`src/rtl/dpot_pkg.sv`:
```
package dpot_pkg;
   typedef enum logic [2:0] {
      PTR_RDAC,
      PTR_EEP,
      PTR_WP,
      PTR_TOL_HI,
      PTR_TOL_LO
   } ptr_e;

   typedef enum logic [2:0] {
      BS_IDLE,
      BS_ADDR,
      BS_ADDR_ACK,
      BS_RX,
      BS_RX_ACK,
      BS_TX,
      BS_TX_ACK
   } bstate_e;

   localparam logic [2:0] CMD_RDAC    = 3'b000;
   localparam logic [2:0] CMD_EEP     = 3'b001;
   localparam logic [2:0] CMD_WP      = 3'b010;
   localparam logic [2:0] CMD_RESTORE = 3'b101;
   localparam logic [2:0] CMD_STORE   = 3'b110;
endpackage

```
`src/rtl/dpot_line_sync.sv`:
```
module dpot_line_sync #(
   parameter int   STAGES   = 2,
   parameter logic IDLE_LVL = 1'b1
) (
   input  logic clk,
   input  logic rst_n,
   input  logic d_i,
   output logic q_o,
   output logic rise_o,
   output logic fall_o
);
   logic [STAGES-1:0] pipe_q;
   logic              prev_q;

   if (STAGES < 2) begin : g_bad_stages
      $error("dpot_line_sync needs at least two stages");
   end

   always_ff @(posedge clk or negedge rst_n) begin
      if (!rst_n) begin
         pipe_q <= {STAGES{IDLE_LVL}};
         prev_q <= IDLE_LVL;
      end else begin
         pipe_q <= {pipe_q[STAGES-2:0], d_i};
         prev_q <= pipe_q[STAGES-1];
      end
   end

   assign q_o    = pipe_q[STAGES-1];
   assign rise_o = pipe_q[STAGES-1] & ~prev_q;
   assign fall_o = ~pipe_q[STAGES-1] & prev_q;
endmodule

```
`src/rtl/dpot_byte_engine.sv`:
```
module dpot_byte_engine
   import dpot_pkg::*;
#(
   parameter int ADDR_W = 7,
   parameter int BYTE_W = 8
) (
   input  logic              clk,
   input  logic              rst_n,
   input  logic              scl_q,
   input  logic              scl_rise,
   input  logic              scl_fall,
   input  logic              sda_q,
   input  logic              bus_start,
   input  logic              bus_stop,
   input  logic [ADDR_W-1:0] dev_addr,
   input  logic [BYTE_W-1:0] tx_byte,
   output logic              sda_oe,
   output logic              rx_stb,
   output logic              rx_first,
   output logic [BYTE_W-1:0] rx_byte,
   output logic              tx_next
);
   localparam int CNT_W = $clog2(BYTE_W + 1);
   localparam logic [CNT_W-1:0] FULL = CNT_W'(BYTE_W);

   if (ADDR_W + 1 != BYTE_W) begin : g_bad_addr
      $error("address plus direction bit must fill one byte");
   end

   bstate_e           state_q;
   logic [CNT_W-1:0]  cnt_q;
   logic [BYTE_W-1:0] sh_q;
   logic              oe_q;
   logic              rw_q;
   logic              first_q;
   logic              stb_q;
   logic              nxt_q;

   always_ff @(posedge clk or negedge rst_n) begin
      if (!rst_n) begin
         state_q <= BS_IDLE;
         cnt_q   <= '0;
         sh_q    <= '0;
         oe_q    <= 1'b0;
         rw_q    <= 1'b0;
         first_q <= 1'b0;
         stb_q   <= 1'b0;
         nxt_q   <= 1'b0;
      end else begin
         stb_q <= 1'b0;
         nxt_q <= 1'b0;
         if (bus_start) begin
            state_q <= BS_ADDR;
            cnt_q   <= '0;
            oe_q    <= 1'b0;
         end else if (bus_stop) begin
            state_q <= BS_IDLE;
            oe_q    <= 1'b0;
         end else begin
            unique case (state_q)
               BS_ADDR, BS_RX: begin
                  if (scl_rise && cnt_q < FULL) begin
                     sh_q  <= {sh_q[BYTE_W-2:0], sda_q};
                     cnt_q <= cnt_q + 1'b1;
                  end else if (scl_fall && cnt_q == FULL) begin
                     if (state_q == BS_ADDR) begin
                        if (sh_q[BYTE_W-1:1] == dev_addr) begin
                           oe_q    <= 1'b1;
                           rw_q    <= sh_q[0];
                           first_q <= 1'b1;
                           state_q <= BS_ADDR_ACK;
                        end else begin
                           state_q <= BS_IDLE;
                        end
                     end else begin
                        oe_q    <= 1'b1;
                        stb_q   <= 1'b1;
                        state_q <= BS_RX_ACK;
                     end
                  end
               end
               BS_ADDR_ACK: begin
                  if (scl_fall) begin
                     cnt_q <= '0;
                     if (rw_q) begin
                        sh_q    <= tx_byte;
                        oe_q    <= ~tx_byte[BYTE_W-1];
                        state_q <= BS_TX;
                     end else begin
                        oe_q    <= 1'b0;
                        state_q <= BS_RX;
                     end
                  end
               end
               BS_RX_ACK: begin
                  if (scl_fall) begin
                     oe_q    <= 1'b0;
                     cnt_q   <= '0;
                     first_q <= 1'b0;
                     state_q <= BS_RX;
                  end
               end
               BS_TX: begin
                  if (scl_rise) begin
                     cnt_q <= cnt_q + 1'b1;
                  end else if (scl_fall) begin
                     if (cnt_q == FULL) begin
                        oe_q    <= 1'b0;
                        state_q <= BS_TX_ACK;
                     end else begin
                        sh_q <= {sh_q[BYTE_W-2:0], 1'b0};
                        oe_q <= ~sh_q[BYTE_W-2];
                     end
                  end
               end
               BS_TX_ACK: begin
                  if (scl_rise) begin
                     if (!sda_q) nxt_q <= 1'b1;
                     else        state_q <= BS_IDLE;
                  end else if (scl_fall) begin
                     cnt_q   <= '0;
                     sh_q    <= tx_byte;
                     oe_q    <= ~tx_byte[BYTE_W-1];
                     state_q <= BS_TX;
                  end
               end
               default: begin
                  oe_q <= 1'b0;
               end
            endcase
         end
      end
   end

   assign sda_oe   = oe_q;
   assign rx_stb   = stb_q;
   assign rx_first = first_q;
   assign rx_byte  = sh_q;
   assign tx_next  = nxt_q;

   AST_OE_MOVES_SCL_LOW: assert property (@(posedge clk) disable iff (!rst_n)
      !$stable(oe_q) |-> !scl_q);
   AST_IDLE_RELEASED: assert property (@(posedge clk) disable iff (!rst_n)
      (state_q == BS_IDLE) |-> !oe_q);
   AST_NEXT_AFTER_TX: assert property (@(posedge clk) disable iff (!rst_n)
      nxt_q |-> (state_q == BS_TX_ACK));
endmodule

```
`src/rtl/dpot_cmd_regs.sv`:
```
module dpot_cmd_regs
   import dpot_pkg::*;
#(
   parameter int          BYTE_W      = 8,
   parameter int          LOC_W       = 5,
   parameter logic [7:0]  WIPER_RESET = 8'h80,
   parameter logic [7:0]  EEP_RESET   = 8'h80,
   parameter logic [7:0]  TOL_INT     = 8'h1C,
   parameter logic [7:0]  TOL_FRAC    = 8'h0F,
   parameter logic [4:0]  TOL_LOC     = 5'b11110
) (
   input  logic              clk,
   input  logic              rst_n,
   input  logic              rx_stb,
   input  logic              rx_first,
   input  logic [BYTE_W-1:0] rx_byte,
   input  logic              tx_next,
   input  logic              nv_busy,
   output logic [BYTE_W-1:0] tx_byte,
   output logic [BYTE_W-1:0] wiper,
   output logic              nv_req,
   output logic [BYTE_W-1:0] nv_data
);
   localparam int CMD_W = BYTE_W - LOC_W;
   localparam logic [LOC_W-1:0] TOL_LOC_LO = TOL_LOC + 1'b1;

   if (CMD_W != 3) begin : g_bad_cmd
      $error("command field must be three bits wide");
   end
   if (TOL_LOC[0] != 1'b0) begin : g_bad_loc
      $error("tolerance base location must be even");
   end

   ptr_e              ptr_q;
   logic [BYTE_W-1:0] wiper_q;
   logic [BYTE_W-1:0] shadow_q;
   logic              wp_q;
   logic              req_q;
   logic [CMD_W-1:0]  cmd;
   logic [LOC_W-1:0]  loc;
   logic              nv_open;

   assign cmd     = rx_byte[BYTE_W-1:LOC_W];
   assign loc     = rx_byte[LOC_W-1:0];
   assign nv_open = !wp_q && !nv_busy;

   always_ff @(posedge clk or negedge rst_n) begin
      if (!rst_n) begin
         ptr_q    <= PTR_RDAC;
         wiper_q  <= WIPER_RESET;
         shadow_q <= EEP_RESET;
         wp_q     <= 1'b0;
         req_q    <= 1'b0;
      end else begin
         req_q <= 1'b0;
         if (rx_stb && rx_first) begin
            unique case (cmd)
               CMD_RDAC: ptr_q <= PTR_RDAC;
               CMD_EEP: begin
                  if (loc == TOL_LOC)         ptr_q <= PTR_TOL_HI;
                  else if (loc == TOL_LOC_LO) ptr_q <= PTR_TOL_LO;
                  else                        ptr_q <= PTR_EEP;
               end
               CMD_WP: ptr_q <= PTR_WP;
               CMD_STORE: begin
                  if (nv_open) begin
                     shadow_q <= wiper_q;
                     req_q    <= 1'b1;
                  end
               end
               CMD_RESTORE: begin
                  if (!nv_busy) wiper_q <= shadow_q;
               end
               default: ;
            endcase
         end else if (rx_stb) begin
            unique case (ptr_q)
               PTR_RDAC: wiper_q <= rx_byte;
               PTR_EEP: begin
                  if (nv_open) begin
                     shadow_q <= rx_byte;
                     req_q    <= 1'b1;
                  end
               end
               PTR_WP:  wp_q <= rx_byte[0];
               default: ;
            endcase
         end else if (tx_next && ptr_q == PTR_TOL_HI) begin
            ptr_q <= PTR_TOL_LO;
         end
      end
   end

   always_comb begin
      unique case (ptr_q)
         PTR_RDAC:   tx_byte = wiper_q;
         PTR_EEP:    tx_byte = shadow_q;
         PTR_WP:     tx_byte = {{(BYTE_W-1){1'b0}}, wp_q};
         PTR_TOL_HI: tx_byte = TOL_INT;
         PTR_TOL_LO: tx_byte = TOL_FRAC;
         default:    tx_byte = '0;
      endcase
   end

   assign wiper   = wiper_q;
   assign nv_req  = req_q;
   assign nv_data = shadow_q;

   AST_REQ_SINGLE: assert property (@(posedge clk) disable iff (!rst_n)
      req_q |=> !req_q);
   AST_WP_BLOCKS_REQ: assert property (@(posedge clk) disable iff (!rst_n)
      req_q |-> !$past(wp_q));
   AST_BUSY_BLOCKS_REQ: assert property (@(posedge clk) disable iff (!rst_n)
      req_q |-> !$past(nv_busy));
   AST_SHADOW_GUARDED: assert property (@(posedge clk) disable iff (!rst_n)
      !$stable(shadow_q) |-> ($past(!wp_q) && $past(!nv_busy)));
   AST_TOL_PTR_HOLDS: assert property (@(posedge clk) disable iff (!rst_n)
      (ptr_q == PTR_TOL_LO && !(rx_stb && rx_first)) |=> (ptr_q == PTR_TOL_LO));
endmodule

```
`src/rtl/dpot_i2c_slave.sv`:
```
module dpot_i2c_slave #(
   parameter int         SYNC_STAGES = 2,
   parameter logic [7:0] WIPER_RESET = 8'h80,
   parameter logic [7:0] EEP_RESET   = 8'h80,
   parameter logic [7:0] TOL_INT     = 8'h1C,
   parameter logic [7:0] TOL_FRAC    = 8'h0F,
   parameter logic [4:0] TOL_LOC     = 5'b11110
) (
   input  logic       clk,
   input  logic       rst_n,
   input  logic       scl_i,
   input  logic       sda_i,
   output logic       sda_oe,
   input  logic [6:0] dev_addr,
   output logic [7:0] wiper,
   input  logic       nv_busy,
   output logic       nv_req,
   output logic [7:0] nv_data
);
   localparam int BYTE_W = 8;
   localparam int ADDR_W = BYTE_W - 1;
   localparam int LOC_W  = 5;
   localparam int LINES  = 2;

   if (SYNC_STAGES < 2 || SYNC_STAGES > 4) begin : g_bad_sync
      $error("SYNC_STAGES must be between 2 and 4");
   end

   logic [LINES-1:0] raw_ln;
   logic [LINES-1:0] q_ln;
   logic [LINES-1:0] rise_ln;
   logic [LINES-1:0] fall_ln;

   assign raw_ln = {sda_i, scl_i};

   for (genvar g = 0; g < LINES; g++) begin : g_sync
      dpot_line_sync #(
         .STAGES   (SYNC_STAGES),
         .IDLE_LVL (1'b1)
      ) i_sync (
         .clk    (clk),
         .rst_n  (rst_n),
         .d_i    (raw_ln[g]),
         .q_o    (q_ln[g]),
         .rise_o (rise_ln[g]),
         .fall_o (fall_ln[g])
      );
   end

   logic scl_q, sda_q, bus_start, bus_stop;
   assign scl_q     = q_ln[0];
   assign sda_q     = q_ln[1];
   assign bus_start = scl_q & fall_ln[1];
   assign bus_stop  = scl_q & rise_ln[1];

   logic              rx_stb, rx_first, tx_next;
   logic [BYTE_W-1:0] rx_byte, tx_byte;

   dpot_byte_engine #(
      .ADDR_W (ADDR_W),
      .BYTE_W (BYTE_W)
   ) i_engine (
      .clk       (clk),
      .rst_n     (rst_n),
      .scl_q     (scl_q),
      .scl_rise  (rise_ln[0]),
      .scl_fall  (fall_ln[0]),
      .sda_q     (sda_q),
      .bus_start (bus_start),
      .bus_stop  (bus_stop),
      .dev_addr  (dev_addr),
      .tx_byte   (tx_byte),
      .sda_oe    (sda_oe),
      .rx_stb    (rx_stb),
      .rx_first  (rx_first),
      .rx_byte   (rx_byte),
      .tx_next   (tx_next)
   );

   dpot_cmd_regs #(
      .BYTE_W      (BYTE_W),
      .LOC_W       (LOC_W),
      .WIPER_RESET (WIPER_RESET),
      .EEP_RESET   (EEP_RESET),
      .TOL_INT     (TOL_INT),
      .TOL_FRAC    (TOL_FRAC),
      .TOL_LOC     (TOL_LOC)
   ) i_regs (
      .clk      (clk),
      .rst_n    (rst_n),
      .rx_stb   (rx_stb),
      .rx_first (rx_first),
      .rx_byte  (rx_byte),
      .tx_next  (tx_next),
      .nv_busy  (nv_busy),
      .tx_byte  (tx_byte),
      .wiper    (wiper),
      .nv_req   (nv_req),
      .nv_data  (nv_data)
   );
endmodule

```
`config.mk`:
```
export PLATFORM = sky130hd
export DESIGN_NAME = dpot_i2c_slave
export DESIGN_NICKNAME = d
export VERILOG_FILES = /design/src/rtl/dpot_pkg.sv /design/src/rtl/dpot_line_sync.sv /design/src/rtl/dpot_byte_engine.sv /design/src/rtl/dpot_cmd_regs.sv /design/src/rtl/dpot_i2c_slave.sv
export SDC_FILE = /design/constraint.sdc
export NUM_CORES = 1
export LEC_CHECK = 0
export ABC_AREA = 1
export BUFFER_PORTS_ARGS = -buffer_cell sky130_fd_sc_hd__buf_2
export CAP_MARGIN = 20
export CORE_MARGIN = 4
export CORE_UTILIZATION = 64
export DETAILED_ROUTE_END_ITERATION = 8
export HOLD_SLACK_MARGIN = 0.1
export PLACE_DENSITY_LB_ADDON = 0.08
export SLEW_MARGIN = 15
export SYNTH_ARGS = -nofsm -noshare
export SYNTH_HDL_FRONTEND = slang
export SYNTH_HIERARCHICAL = 1
export SYNTH_SLANG_ARGS = --single-unit
export TNS_END_PERCENT = 20
```
`constraint.sdc`:
```
create_clock -name clk -period 3.83 [get_ports clk]
set_clock_uncertainty 0.1 [all_clocks]
set_input_delay 0.1915 -clock clk [delete_from_list [all_inputs] [get_ports clk]]
set_output_delay 0.1915 -clock clk [all_outputs]
set_load 0.005 [all_outputs]
```
==> run_results.csv <==
group,metric,value,unit
timing,setup_tns,0,ns
synth,synth_enable_flop_cells,0,
final_layout,fin_nets,482,
timing,finalMaxSlewViolations,0,
cts,worstSkewPairLatency,0.29,ns
route,drt_wl_total,7690,um
power,finalPower,0.00190,W
timing,timing.fmax,475,MHz
synth,ys_async_sr_fraction,1.00,
power,power.density,546,mW/mm2
setup_path,crit_fanout,16,
timing,rsz0062_at_grt,"no",
floorplan,dieHeight,78.8,um
cts,root_buffer,"clkbuf_8",
setup_path,regToRegSetupSlack,1.72,ns
cts,numCtsBuffers,5,
floorplan,std_cell_rows,25,
synth,ys_seq_area_frac,0.370,
synth,avgSynthCellArea,7.36,um2
final_layout,drive_gt1_frac,0.211,
final_layout,multi_input_area,0.00172,mm2
worst_hold_path,worstHoldPathType,"input pin to flop",
floorplan,die-area,0.00621,mm2
cts,cts.repair.resized,0,
setup_path,path_class,"flop to flop",
cts,clock_path_buffers,2,
setup_path,arrival,2.19,ns
route,wl_per_cell,14.4,um
worst_hold_path,hold_path_end,"i_regs/nv_data[7]$_DFFE_PN1P_",
setup_path,startpoint_type,"flop",
floorplan,pin_count,30,
synth,ys_ff_latch,47,
power,peakVddDrop,0.000274,V
placed_design,dp_hpwl,5720,um
grt,busiest_layer,"met1",
floorplan,die_w,78.8,um
final_layout,diodes,0,
timing,period_minus_slack,2.11,ns
final_layout,fin_cells,536,
grt,use_met2,0.400,
placed_design,dp_slack,1.74,ns
grt,met3_usage,0.0454,
synth,netlist_area,0.00321,mm2
setup_path,reg2reg_to,"i_engine/rx_byte[1]$_DFFE_PN0P_",
grt,first_global_vias,2703,
route,viasPerCell,5.55,
worst_hold_path,worstHoldPathCells,4,
final_layout,fin_area,0.00349,mm2
cts,post-cts-setup-buffers,0,
route,drcViolationCount,0,
grt,track_usage,0.268,
placed_design,placed_cell_area,0.00336,mm2
route,ant_nets,0,
grt,grt_antenna_before_repair,0,
route,dr.pass1.iters,5,
job,maxCapViolations,0,
synth,yosys_warnings,6,
setup_path,r2r_cells,9,
timing,worstMarginPinSlew,0.522,ns
floorplan,start_util,0.670,
timing,fin_crit_sh,0.550,
final_layout,fillerInstances,384,
route,drt_iter0_markers,259,
grt,grt_overflow,0,
timing,layout_setup_ws,1.72,ns
synth,synth_nets,450,
timing,final-setup-viol-count,0,
grt,met1_usage,0.412,
grt,grt_start_max_net_pins,48,
outcome,status,"finished clean",
cts,cts_tree,"yes",
cts,cts.sinks,47,
timing,hold_viol,0,
route,vias,2975,
synth,synthFlopType,"dfrtp_1",
placed_design,portBuffers,29,
synth,synth_cell_types,38,
synth,syn_inst,436,
timing,max-slew-margin-rel,0.651,
floorplan,core_region_area,0.00479,mm2
placed_design,dp_cells,524,
grt,grt_first_pass_wirelength,13300,um
setup_path,crit_required,3.92,ns
worst_hold_path,worstHoldStart,"nv_busy",
final_layout,regArea,0.00119,mm2
placed_design,gp_congestion,0.956,
cts,htreeDepth,2,
cts,clkTransAtPathRegs,0.09,ns
setup_path,r2r-start,"g_sync[0].i_sync/pipe_q[1]$_DFF_PN1_",
final_layout,areaGrowthSynthToFinish,8.86,%
power,power_leakage,1.89,nW
setup_path,cp-end-kind,"flop",
[area by class of cell]
class	instances	share of cell area
clock buffer	7	0.0219
clock inverter	1	0.00215
inverter	55	0.0627
multi-input combinational	326	0.494
sequential	47	0.340
tap	67	0.0240
timing repair buffer	33	0.0559
[power breakdown]
part	internal [W]	total [W]	switching, W	leakage (nW)
logic	0.000314	0.000871	0.000556	1.24
clock network	0.000129	0.000292	0.000162	0.0385
registers	0.000573	0.000742	0.000169	0.610
[how the worst max path moves through the flow]
stage	from	end	slack (ns)
2_1_floorplan	g_sync[0].i_sync/pipe_q[1]$_DFF_PN1_	i_engine/rx_byte[5]$_DFFE_PN0P_	1.93
3_3_place_gp	g_sync[0].i_sync/pipe_q[1]$_DFF_PN1_	i_engine/rx_byte[4]$_DFFE_PN0P_	1.83
3_5_place_dp	g_sync[0].i_sync/pipe_q[1]$_DFF_PN1_	i_engine/rx_byte[3]$_DFFE_PN0P_	1.74
4_1_cts	g_sync[0].i_sync/pipe_q[1]$_DFF_PN1_	i_engine/rx_byte[3]$_DFFE_PN0P_	1.73
5_1_grt	g_sync[0].i_sync/pipe_q[1]$_DFF_PN1_	i_engine/rx_byte[3]$_DFFE_PN0P_	1.57
6_report	g_sync[0].i_sync/pipe_q[1]$_DFF_PN1_	i_engine/rx_byte[1]$_DFFE_PN0P_	1.72
[timing repair]
action | in CTS | in global routing
hold endpoints to repair | 41 | 0
endpoints found under the setup margin | 0 | 0
hold buffers | 3 | 0
[registers in the layout (all words and copies together) (netlist names)]
| name | cells |
|---|---|
| i_engine/rx_byte | 8 |
| i_regs/nv_data | 8 |
| i_regs/wiper | 8 |
| g_sync.i_sync/pipe_q | 4 |
| i_engine/cnt_q | 4 |
| i_engine/state_q | 3 |
| i_regs/ptr_q | 3 |
| g_sync.i_sync/prev_q | 2 |
| i_engine/rw_q | 1 |
| i_engine/rx_first | 1 |
| i_engine/rx_stb | 1 |
| i_engine/sda_oe | 1 |
| i_engine/tx_next | 1 |
| i_regs/nv_req | 1 |
| i_regs/wp_q | 1 |
[cell families (layout without fill, tap and decap cells)]
group | count (synthesis) | after routing | synth area share
AND/OR/NAND/NOR | 266 | 266 | 0.407
buffers and inverters | 63 | 96 | 0.0929
flip-flops | 47 | 47 | 0.370
AO/OA/AOI/OAI | 45 | 45 | 0.0851
XOR/XNOR | 7 | 7 | 0.0191
multiplexers | 6 | 6 | 0.0187
adder cells (fa/ha/maj) | 2 | 2 | 0.00780
[cell usage after synthesis (2+ instances only)]
master / instances / area (um2)
ha_1: 2 / 25.0
xor2_1: 2 / 17.5
dfrtp_1: 39 / 976
buf_6: 4 / 45.0
nand3_1: 40 / 200
nor2_2: 7 / 43.8
nor2_1: 26 / 97.6
nand2_4: 7 / 78.8
nor4_1: 2 / 12.5
o21ai_2: 9 / 78.8
inv_2: 5 / 18.8
nand2_2: 8 / 50.1
o21ai_0: 23 / 115
mux2i_1: 6 / 60.1
nand3_2: 4 / 40.0
buf_2: 2 / 10.0
nor2_4: 6 / 67.6
dfstp_2: 8 / 210
o22ai_1: 4 / 25.0
inv_1: 47 / 176
a21oi_1: 6 / 30.0
nand2_1: 152 / 571
nand3b_1: 2 / 15.0
inv_6: 2 / 17.5
nand4_1: 6 / 37.5
xnor2_1: 5 / 43.8
[metal layers]
metal  part of all wire  routed length [um]
met3              0.065                 497
met4             0.0095                  73
met5                  0                   0
met1               0.48                3700
met2               0.45                3420
[placed cells by master (no fill, tap or decap), types with 2 or more instances in the layout]
cell type	synthesis	routed
dfrtp_1	39	39
nand4_1	6	6
clkbuf_1	1	2
mux2i_1	6	6
inv_1	47	47
nand3b_1	2	2
nor4_1	2	2
nor2_2	7	7
o21ai_2	9	9
nor2_4	6	6
nand2_4	7	7
inv_2	5	5
nand3_2	4	4
nand2_2	8	8
dlygate4sd3_1	0	3
xor2_1	2	2
inv_6	2	2
dfstp_2	8	8
buf_2	2	29
clkbuf_8	0	5
nand3_1	40	40
a21oi_1	6	6
nor2_1	26	26
ha_1	2	2
o21ai_0	23	23
xnor2_1	5	5
o22ai_1	4	4
nand2_1	152	152
[critical path, stage by stage, from the launching register on]
cell	delay, ns
dfstp_2	0.57
inv_1	0.05
nor2_1	0.40
inv_2	0.13
nor2_2	0.14
a21oi_2	0.07
nor2_4	0.13
nand3_4	0.22
nand2_1	0.15
o21ai_2	0.06
[through the flow]
step	hold WS, ns	util
floorplan	-0.204	-
global placement	0.197	0.701
detailed placement	0.199	0.701
CTS	0.142	0.725
global route	0.188	0.729
finish	0.146	0.729
(Power assumes the default switching activity.)
